File: src/rtl/daf_pkg.sv
package daf_pkg;

    localparam int MAC_BYTES = 6;
    localparam int MAC_W     = 8 * MAC_BYTES;
    localparam int CRC_W     = 32;
    localparam logic [CRC_W-1:0] CRC_POLY = 32'h04C11DB7;
    localparam int PROMISC_BIT = 5;
    localparam int NOBCAST_BIT = 3;

    typedef enum logic [1:0] {
        ST_IDLE,
        ST_ADDR,
        ST_HOLD
    } seq_state_e;

    typedef enum logic [1:0] {
        CLS_UNICAST,
        CLS_MULTICAST,
        CLS_BROADCAST
    } addr_class_e;

    // One byte of CRC, data bits taken least significant first,
    // register shifting toward its top bit.
    function automatic logic [CRC_W-1:0] crc_step_byte(
        input logic [CRC_W-1:0] c_in,
        input logic [7:0]       d_in
    );
        logic [CRC_W-1:0] c;
        logic             fb;
        c = c_in;
        for (int b = 0; b < 8; b++) begin
            fb = c[CRC_W-1] ^ d_in[b];
            c  = {c[CRC_W-2:0], 1'b0} ^ (fb ? CRC_POLY : '0);
        end
        return c;
    endfunction

endpackage

File: src/rtl/daf_regs.sv
module daf_regs
    import daf_pkg::*;
#(
    parameter  int IDX_W      = 6,
    localparam int HASH_BINS  = 1 << IDX_W,
    localparam int HASH_WORDS = HASH_BINS / 32,
    localparam int CFG_AW     = $clog2(3 + HASH_WORDS)
) (
    input  logic                 clk,
    input  logic                 rst_n,
    input  logic                 cfg_we,
    input  logic [CFG_AW-1:0]    cfg_addr,
    input  logic [31:0]          cfg_wdata,
    output logic                 promisc,
    output logic                 nobcast,
    output logic [MAC_W-1:0]     station,
    output logic [HASH_BINS-1:0] hash_vec
);

    logic        promisc_q;
    logic        nobcast_q;
    logic [31:0] sta_lo_q;
    logic [15:0] sta_hi_q;

    always_ff @(posedge clk) begin
        if (!rst_n) begin
            promisc_q <= 1'b0;
            nobcast_q <= 1'b0;
            sta_lo_q  <= '0;
            sta_hi_q  <= '0;
        end else if (cfg_we) begin
            if (cfg_addr == CFG_AW'(0)) begin
                promisc_q <= cfg_wdata[PROMISC_BIT];
                nobcast_q <= cfg_wdata[NOBCAST_BIT];
            end
            if (cfg_addr == CFG_AW'(1)) sta_lo_q <= cfg_wdata;
            if (cfg_addr == CFG_AW'(2)) sta_hi_q <= cfg_wdata[15:0];
        end
    end

    for (genvar w = 0; w < HASH_WORDS; w++) begin : g_hash
        logic [31:0] word_q;
        always_ff @(posedge clk) begin
            if (!rst_n)
                word_q <= '0;
            else if (cfg_we && cfg_addr == CFG_AW'(3 + w))
                word_q <= cfg_wdata;
        end
        assign hash_vec[w*32 +: 32] = word_q;
    end

    assign promisc = promisc_q;
    assign nobcast = nobcast_q;
    assign station = {sta_hi_q, sta_lo_q};

    // a mode write lands in the two live mode bits
    a_r9_mode_write: assert property (@(posedge clk) disable iff (!rst_n)
        (cfg_we && cfg_addr == CFG_AW'(0)) |=>
            (promisc == $past(cfg_wdata[PROMISC_BIT]) &&
             nobcast == $past(cfg_wdata[NOBCAST_BIT])));

endmodule

File: src/rtl/daf_crc.sv
module daf_crc
    import daf_pkg::*;
#(
    parameter int IDX_W = 6
) (
    input  logic             clk,
    input  logic             rst_n,
    input  logic             clr,
    input  logic             en,
    input  logic [7:0]       data,
    output logic [IDX_W-1:0] idx_next
);

    logic [CRC_W-1:0] crc_q;
    logic [CRC_W-1:0] crc_nxt;

    always_comb crc_nxt = crc_step_byte(crc_q, data);

    always_ff @(posedge clk) begin
        if (!rst_n || clr)
            crc_q <= '1;
        else if (en)
            crc_q <= crc_nxt;
    end

    assign idx_next = crc_nxt[CRC_W-1 -: IDX_W];

    // every frame starts its CRC from all ones
    a_r5_crc_seed: assert property (@(posedge clk) disable iff (!rst_n)
        clr |=> (crc_q == '1));

    // the CRC only moves when a byte is taken
    a_r5_crc_still: assert property (@(posedge clk) disable iff (!rst_n)
        (!clr && !en) |=> $stable(crc_q));

endmodule

File: src/rtl/daf_seq.sv
module daf_seq
    import daf_pkg::*;
(
    input  logic clk,
    input  logic rst_n,
    input  logic frame_start,
    input  logic rx_valid,
    output logic take,
    output logic last
);

    localparam int CNT_W = $clog2(MAC_BYTES + 1);

    seq_state_e       state_q;
    seq_state_e       state_d;
    logic [CNT_W-1:0] cnt_q;

    // state register
    always_ff @(posedge clk) begin
        if (!rst_n)
            state_q <= ST_IDLE;
        else
            state_q <= state_d;
    end

    // next state
    always_comb begin
        state_d = state_q;
        unique case (state_q)
            ST_IDLE: if (frame_start) state_d = ST_ADDR;
            ST_ADDR: begin
                if (frame_start) state_d = ST_ADDR;
                else if (last)   state_d = ST_HOLD;
            end
            ST_HOLD: if (frame_start) state_d = ST_ADDR;
            default: state_d = ST_IDLE;
        endcase
    end

    // outputs
    always_comb begin
        take = 1'b0;
        last = 1'b0;
        unique case (state_q)
            ST_ADDR: begin
                take = rx_valid && !frame_start;
                last = take && (cnt_q == CNT_W'(MAC_BYTES - 1));
            end
            default: begin
                take = 1'b0;
                last = 1'b0;
            end
        endcase
    end

    always_ff @(posedge clk) begin
        if (!rst_n || frame_start)
            cnt_q <= '0;
        else if (last)
            cnt_q <= '0;
        else if (take)
            cnt_q <= cnt_q + 1'b1;
    end

    // byte counter never passes the address length
    a_r2_cnt_range: assert property (@(posedge clk) disable iff (!rst_n)
        cnt_q < CNT_W'(MAC_BYTES));

    // frame start always lands in collection at byte zero
    a_r8_restart: assert property (@(posedge clk) disable iff (!rst_n)
        frame_start |=> (state_q == ST_ADDR && cnt_q == '0));

endmodule

File: src/rtl/dst_addr_filter.sv
module dst_addr_filter
    import daf_pkg::*;
#(
    parameter  int IDX_W      = 6,
    localparam int HASH_BINS  = 1 << IDX_W,
    localparam int HASH_WORDS = HASH_BINS / 32,
    localparam int CFG_AW     = $clog2(3 + HASH_WORDS)
) (
    input  logic              clk,
    input  logic              rst_n,
    input  logic              cfg_we,
    input  logic [CFG_AW-1:0] cfg_addr,
    input  logic [31:0]       cfg_wdata,
    input  logic              frame_start,
    input  logic              rx_valid,
    input  logic [7:0]        rx_byte,
    output logic              match_done,
    output logic              match_accept
);

    logic                 take;
    logic                 last;
    logic                 promisc;
    logic                 nobcast;
    logic [MAC_W-1:0]     station;
    logic [HASH_BINS-1:0] hash_vec;
    logic [IDX_W-1:0]     hidx;
    logic [MAC_W-9:0]     lead_q;
    logic [MAC_W-1:0]     dest;
    addr_class_e          cls;
    logic                 verdict;
    logic                 done_q;
    logic                 accept_q;

    daf_seq u_seq (
        .clk         (clk),
        .rst_n       (rst_n),
        .frame_start (frame_start),
        .rx_valid    (rx_valid),
        .take        (take),
        .last        (last)
    );

    daf_crc #(.IDX_W(IDX_W)) u_crc (
        .clk      (clk),
        .rst_n    (rst_n),
        .clr      (frame_start),
        .en       (take),
        .data     (rx_byte),
        .idx_next (hidx)
    );

    daf_regs #(.IDX_W(IDX_W)) u_regs (
        .clk       (clk),
        .rst_n     (rst_n),
        .cfg_we    (cfg_we),
        .cfg_addr  (cfg_addr),
        .cfg_wdata (cfg_wdata),
        .promisc   (promisc),
        .nobcast   (nobcast),
        .station   (station),
        .hash_vec  (hash_vec)
    );

    // first five bytes, oldest in the top byte
    always_ff @(posedge clk) begin
        if (!rst_n)
            lead_q <= '0;
        else if (take)
            lead_q <= {lead_q[MAC_W-17:0], rx_byte};
    end

    assign dest = {lead_q, rx_byte};

    always_comb begin
        if (&dest)
            cls = CLS_BROADCAST;
        else if (dest[MAC_W-8])
            cls = CLS_MULTICAST;
        else
            cls = CLS_UNICAST;
    end

    always_comb begin
        verdict = 1'b0;
        unique case (cls)
            CLS_BROADCAST: verdict = !nobcast;
            CLS_MULTICAST: verdict = hash_vec[hidx];
            CLS_UNICAST:   verdict = (dest == station);
            default:       verdict = 1'b0;
        endcase
        if (promisc) verdict = 1'b1;
    end

    always_ff @(posedge clk) begin
        if (!rst_n) begin
            done_q   <= 1'b0;
            accept_q <= 1'b0;
        end else begin
            done_q <= last;
            if (frame_start)
                accept_q <= 1'b0;
            else if (last)
                accept_q <= verdict;
        end
    end

    assign match_done   = done_q;
    assign match_accept = accept_q;

    // the verdict strobe lasts a single cycle
    a_r2_done_single: assert property (@(posedge clk) disable iff (!rst_n)
        match_done |=> !match_done);

    // promiscuous mode keeps the frame
    a_r7_promisc: assert property (@(posedge clk) disable iff (!rst_n)
        (last && promisc) |=> match_accept);

    // blocked broadcast is refused
    a_r4_bcast_block: assert property (@(posedge clk) disable iff (!rst_n)
        (last && !promisc && nobcast && (&dest)) |=> !match_accept);

    // accept only rises together with a verdict strobe
    a_r10_rise_with_done: assert property (@(posedge clk) disable iff (!rst_n)
        $rose(match_accept) |-> match_done);

    // frame start clears the held verdict
    a_r10_clear: assert property (@(posedge clk) disable iff (!rst_n)
        frame_start |=> !match_accept);

endmodule

File: config.mk
export PLATFORM = sky130hd
export DESIGN_NAME = dst_addr_filter
export DESIGN_NICKNAME = d
export VERILOG_FILES = /design/src/rtl/daf_pkg.sv /design/src/rtl/daf_regs.sv /design/src/rtl/daf_crc.sv /design/src/rtl/daf_seq.sv /design/src/rtl/dst_addr_filter.sv
export SDC_FILE = /design/constraint.sdc
export NUM_CORES = 1
export LEC_CHECK = 0
export ABC_CLOCK_PERIOD_IN_PS = 3920
export BUFFER_PORTS_ARGS = -buffer_cell sky130_fd_sc_hd__buf_2
export CAP_MARGIN = 5
export CORE_MARGIN = 5
export CORE_UTILIZATION = 40
export CTS_CLUSTER_SIZE = 16
export DETAILED_ROUTE_END_ITERATION = 8
export HOLD_SLACK_MARGIN = 0.03
export PLACE_DENSITY = 0.63
export SLEW_MARGIN = 10
export SYNTH_ARGS = -nofsm -noshare
export SYNTH_HDL_FRONTEND = slang
export SYNTH_SLANG_ARGS = --single-unit
File: constraint.sdc
create_clock -name clk -period 3.92 [get_ports clk]
set_input_delay 0.392 -clock clk [delete_from_list [all_inputs] [get_ports clk]]
set_output_delay 0.392 -clock clk [all_outputs]
set_load 0.01 [all_outputs]
## Word-level counts from Yosys, hierarchy flattened

Index checks and enable logic that the tools add are counted.
W data, S select, Z words.

| cells by class | value |
|---|---|
| $add $sub $neg | 1 |
| equality and inequality tests | 12 |
| mux-type cells | 20 |
| reduce and logical (&&, ||, !) cells | 19 |
| bitwise operators | 17 |
| $lt $le $gt $ge | 1 |

Operators by type and width:

| cell | count |
|---|---|
| $xor A32 B32 Y32 | 8 |
| $mux W27 | 8 |
| $eq A48 B48 Y1 | 1 |
| $reduce_and A48 Y1 | 1 |
| $mux W2 | 4 |
| $reduce_and A2 Y1 | 4 |
| $xor A1 B1 Y1 | 8 |
| $lt A6 B7 Y1 const B | 1 |
| $bmux W1 S6 | 1 |
| $eq A3 B2 Y1 const B | 2 |
| $eq A3 B3 Y1 const B | 2 |
| $reduce_or A2 Y1 | 3 |
| $mux W1 | 5 |
| $eq A2 B1 Y1 const B | 2 |
| $eq A2 B2 Y1 const B | 2 |
| $logic_and A1 B1 Y1 | 4 |
| $logic_not A2 Y1 | 2 |
| $pmux W2 S2 | 1 |
| $add A3 B1 Y3 const B | 1 |
| $eq A3 B1 Y1 const B | 1 |
| $logic_not A1 Y1 | 3 |
| $logic_not A3 Y1 | 1 |
| $ne A3 B3 Y1 const B | 1 |
| $pmux W1 S3 | 1 |
| other kinds (3) | 3 |

| storage, ports and cells | value |
|---|---|
| output and inout bits | 2 |
| logic and storage cells | 82 |
| bits of input ports | 48 |
| bits in registers | 193 |

## Longest topological paths before layout

| logic depth | value |
|---|---|
| word-level depth | 28 |
| gate-level depth with buffers | 10 |
| mapped depth without buffers | 9 |

## Modules after synthesis

From an unflattened synthesis, not the netlist that was laid out.

| unflattened totals | value |
|---|---|
| cells, all modules | 914 |
| area total of the unflattened synthesis | 9282.7 sq um |

By module, submodules not included:

| module | sequential area each (sq um) | times used | cells each | area each (sq um) |
|---|---|---|---|---|
| daf_regs | 2282.2 | 1 | 408 | 4225.3 |
| dst_addr_filter | 840.8 | 1 | 272 | 2780.2 |
| daf_crc | 640.6 | 1 | 209 | 1994.4 |
| daf_seq | 100.1 | 1 | 25 | 282.8 |

## Worst setup path before layout

No wires, ideal clock.

| path | value |
|---|---|
| path type | input port to flip-flop |
| from | input port rx_byte[5] |
| to | register accept_q (netlist: match_accept) |
| arrival time | 2.472 ns |
| library setup time | 0.126 ns |
| setup slack | 1.322 ns |
| stages on the path | 10 |
| path buffers | 2 |
| required time | 3.794 ns |
| cell sequence | clkbuf_1 xnor3_1 xnor3_2 buf_6 mux2i_1 mux2i_1 mux2_2 a221o_1 a211oi_1 a211oi_1 |

| between the ends | value |
|---|---|
| cells in the longest elaborated chain, start to end | 9 |
| elaborated cells between the ends (all ways) | 15 |
| those cells by class | eq/ne: 3; mux: 6; bitwise: 4; reduce/logical: 2 |

RTL lines:

| element | line | source |
|---|---|---|
| from (decl) | dst_addr_filter.sv:16 | `input logic [7:0] rx_byte,` |
| $xor A1 B1 Y1 | daf_pkg.sv:32 | `fb = c[CRC_W-1] ^ d_in[b];` |
| $mux W27 | daf_pkg.sv:33 | `c = {c[CRC_W-2:0], 1'b0} ^ (fb ? CRC_POLY : '0);` |
| $xor A32 B32 Y32 (3 in series) | daf_pkg.sv:33 |  |
| $bmux W1 S6 | dst_addr_filter.sv:88 | `CLS_MULTICAST: verdict = hash_vec[hidx];` |
| $mux W1 (implied by the code) | dst_addr_filter.sv:88 |  |
| $pmux W1 S3 (*) | dst_addr_filter.sv:86 | `unique case (cls)` |
| $mux W1 (*) | dst_addr_filter.sv:92 | `if (promisc) verdict = 1'b1;` |
| to (signal assigned) | dst_addr_filter.sv:104 | `accept_q <= verdict;` |
| to (decl) | dst_addr_filter.sv:33 | `logic accept_q;` |

Every way passes the cells marked *; elsewhere a longest branch is shown, timed or not. The select of a mux whose other input is x is not followed.
A chain may end at the register's enable or synchronous reset.

## Worst setup path after layout

| path | value |
|---|---|
| from | register u_crc.crc_q[29] |
| to | register accept_q (netlist: match_accept) |

| between the ends | value |
|---|---|
| cells in the longest elaborated chain, start to end | 14 |

RTL lines:

| element | line | source |
|---|---|---|
| from (decl) | daf_crc.sv:14 | `logic [CRC_W-1:0] crc_q;` |
| from (signal assigned) | daf_crc.sv:23 | `crc_q <= crc_nxt;` |
| $xor A32 B32 Y32 (2 in series) | daf_pkg.sv:33 |  |
| $xor A1 B1 Y1 | daf_pkg.sv:32 |  |
| $mux W27 | daf_pkg.sv:33 |  |
| $xor A32 B32 Y32 (6 in series) | daf_pkg.sv:33 |  |
| $bmux W1 S6 | dst_addr_filter.sv:88 |  |
| $mux W1 (implied by the code) | dst_addr_filter.sv:88 |  |
| $pmux W1 S3 | dst_addr_filter.sv:86 |  |
| $mux W1 | dst_addr_filter.sv:92 |  |

No other way between the ends. The select of a mux whose other input is x is not followed.

==> qor.yml <==
timing:
  fin_skew_ns: 0.00956
  period_share: 0.754
  hold_viol: 0
  worst_slew_pin_slew_ns: 1.05
  fin_setup_tns_ns: 0
  slew_headroom: 0.300
  finalSetupViolCount: 0
  drv_slew: 0
  rsz0062_at_grt: "no"
  finalCriticalPeriod_ns: 2.96
  fmax_mhz: 338
critical_path:
  crit_fanout: 22
  setup.worst_path.start_class: "flop"
  r2r_slack_ns: 0.96
  critical_path_buf_inv_count: 0
  worstPathCellList: "xnor2_4, xnor3_2, mux4_2, mux2i_1, nor3_1, nor4_2, a211oi_1"
  arrival_ns: 3.28
  critical_path_class: "flop to flop"
  max_stage_delay_ns: 0.79
  cp_slowest_cell: "xnor3_2"
  required_ns: 4.24
  cp-end-kind: "flop"
  crit_family: "XOR/XNOR gates"
synth:
  synth-edff-count: 0
  ys_types: 49
  syn_inst: 1036
  syn_area_per_cell_um2: 8.73
  synth_fp_nets: 1086
  yosys_warnings: 0
  synth_ff_type: "dfxtp_1"
  yosysSeqAreaShare: 0.427
  synth_common_cells: "nand2_1 (343), dfxtp_1 (193), a21boi_0 (152)"
  synth_top_area_frac: 0.427
  async_flop_share: 0
  yosys.area.top_type: "dfxtp_1"
  synth_area_um2: 9050
  ys_top_cells_by_area: "dfxtp_1 (43%), nand2_1 (14%), a21boi_0 (13%)"
  synth.most_common_cell: "nand2_1"
  synth-seq-cells: 193
grt:
  grt_pass1_vias: 6665
  grt_overflow: 0
  grt_max_degree: 104
  global_route.usage.total: 0.189
  met3_usage: 0.0372
  grt-busiest-layer: "met2"
  grt_pass1_wl_um: 38300
  antenna_found_initial: 0
  use_met2: 0.293
  gr-usage-met1: 0.265
clocking:
  cts_max_level: 4
  cts_buffers: 17
  cts_resized: 0
  hold_buffers: 0
  clock_latency_ns: 0.44
  cts_num_sinks: 193
  clock_path_buffers: 2
  post_cts_buffers: 0
  cts_root_buffer: "clkbuf_16"
  path_clk_slew_ns: 0.07
  cts_tree: "built"
final_layout:
  area_growth_pct: 11.1
  nets: 1096
  drive_gt1_frac: 0.111
  diodes: 0
  final_cell_area_um2: 10100
  layoutNonFillerInstCount: 1344
  fin_util: 0.448
detailed_routing:
  wire_per_inst_um: 18.2
  dr.pass1.iters: 5
  ant_nets: 0
  postRouteWirelength_um: 24400
  drtIter0Drc: 547
  viasPerCell: 5.29
  vias: 7111
  drc: 0
power_and_ir_drop:
  leakagePower_nw: 3.73
  p_comb_frac: 0.131
  intPower_w: 0.00317
  power.switching_w: 0.00114
  sw_frac_of_total: 0.264
  p_per_area_nw_per_um2: 428
  peakVddDrop_mv: 0.267
  p_seq_frac: 0.470
  power_frac_clock: 0.399
floorplanning:
  io_pins: 50
  die_y_um: 160
  core-area_um2: 22400
  num_rows: 55
  dieWidth_um: 160
  dieArea_um2: 25700
  start_util: 0.403
placement:
  gp_congestion: 0.852
  place_inst: 1312
  io_buffers: 49
  placed_area_um2: 9470
  post-dp-hpwl_um: 17100
outcome:
  status: "finished clean"
job:
  maxCapViolCount: 0
worst_hold_path:
  min_path_type: "input port to flop"
worst min-delay path: stages:
cell and delay (ns):
buf_2 0.12, nand2_1 0.05, a21boi_0 0.06
path summary, 6_finish.rpt:
| kind | from | to | cells after the start |
|---|---|---|---|
| worst max-delay path | u_crc.crc_q[29] | match_accept | 7 |
| worst min-delay path | cfg_wdata[28] | u_regs.g_hash[1].word_q[28] | 3 |
| worst max register to register | u_crc.crc_q[29] | match_accept | 7 |
| worst min register to register | u_regs.g_hash[1].word_q[0] | u_regs.g_hash[1].word_q[0] | 2 |
registers in the layout, summed over array words and instances, names as in the netlist:
signal                count
lead_q                   40
match_accept              1
match_done                1
u_crc.crc_q              32
u_regs.g_hash.word_q     64
u_regs.nobcast            1
u_regs.promisc            1
u_regs.sta_hi_q          16
u_regs.sta_lo_q          32
u_seq.cnt_q               3
u_seq.state_q             2
power by group through the flow:
stage	Sequential, W	Combinational (W)	Clock, W
floorplan	0.00206	0.000422	0
global placement	0.00207	0.000559	0
detailed placement	0.00207	0.000565	0
CTS	0.00202	0.000567	0.00174
global route	0.00202	0.000611	0.00183
finish	0.00202	0.000564	0.00172
cells in the final DEF, fill, tap and decap left out, types with 3 or more instances in the layout:
| cell | instances |
|---|---|
| nand2_1 | 343 |
| dfxtp_1 | 193 |
| a21boi_0 | 152 |
| xnor2_1 | 51 |
| xor2_1 | 50 |
| buf_2 | 48 |
| o211ai_1 | 31 |
| mux2i_1 | 19 |
| nand4_1 | 18 |
| clkbuf_16 | 17 |
| nor4_1 | 11 |
| buf_4 | 11 |
| nor2_1 | 10 |
| inv_1 | 9 |
| mux4_2 | 9 |
| xnor2_2 | 6 |
| nand3_1 | 6 |
| nor3_1 | 6 |
| a21oi_1 | 5 |
| o21ai_0 | 4 |
| clkinv_4 | 4 |
| xnor2_4 | 3 |
| and3_1 | 3 |
| nor2b_1 | 3 |
| o22ai_1 | 3 |
| clkbuf_8 | 3 |
cell families (layout without fill, tap and decap cells):
family	Yosys count	in the layout	share of synthesized area
simple gates	413	413	0.188
compound gates	205	205	0.168
flops	193	193	0.427
xor+xnor	114	114	0.128
buf+inv	77	100	0.0343
mux	32	32	0.0517
fa+ha+maj	2	2	0.00277
stage by stage:
stage	hold slack (ns)	worst slack (ns)	power, W
global route	0.237	0.805	0.00447
finish	0.237	0.963	0.00430
floorplan	0.439	1.32	0.00248
global placement	0.452	0.819	0.00263
detailed placement	0.457	0.772	0.00263
CTS	0.227	0.945	0.00433
area by class of cell:
| type | instances | area (um2) |
|---|---|---|
| clock buffers | 22 | 474 |
| clock inverters | 10 | 103 |
| fillers | 2234 | 12400 |
| inverters | 9 | 33.8 |
| multi-input cells | 766 | 4900 |
| flip-flops and latches | 193 | 3860 |
| well taps | 285 | 357 |
| repair buffers | 59 | 323 |
routing by layer:
| layer | vias to the layer above | wire length [um] |
|---|---|---|
| li1 | 3494 | - |
| met1 | 3384 | 11300 |
| met2 | 202 | 11200 |
| met3 | 31 | 1360 |
| met4 | 0 | 640 |
| met5 | - | 0 |
Note: power is estimated with default switching activity, not from simulation.
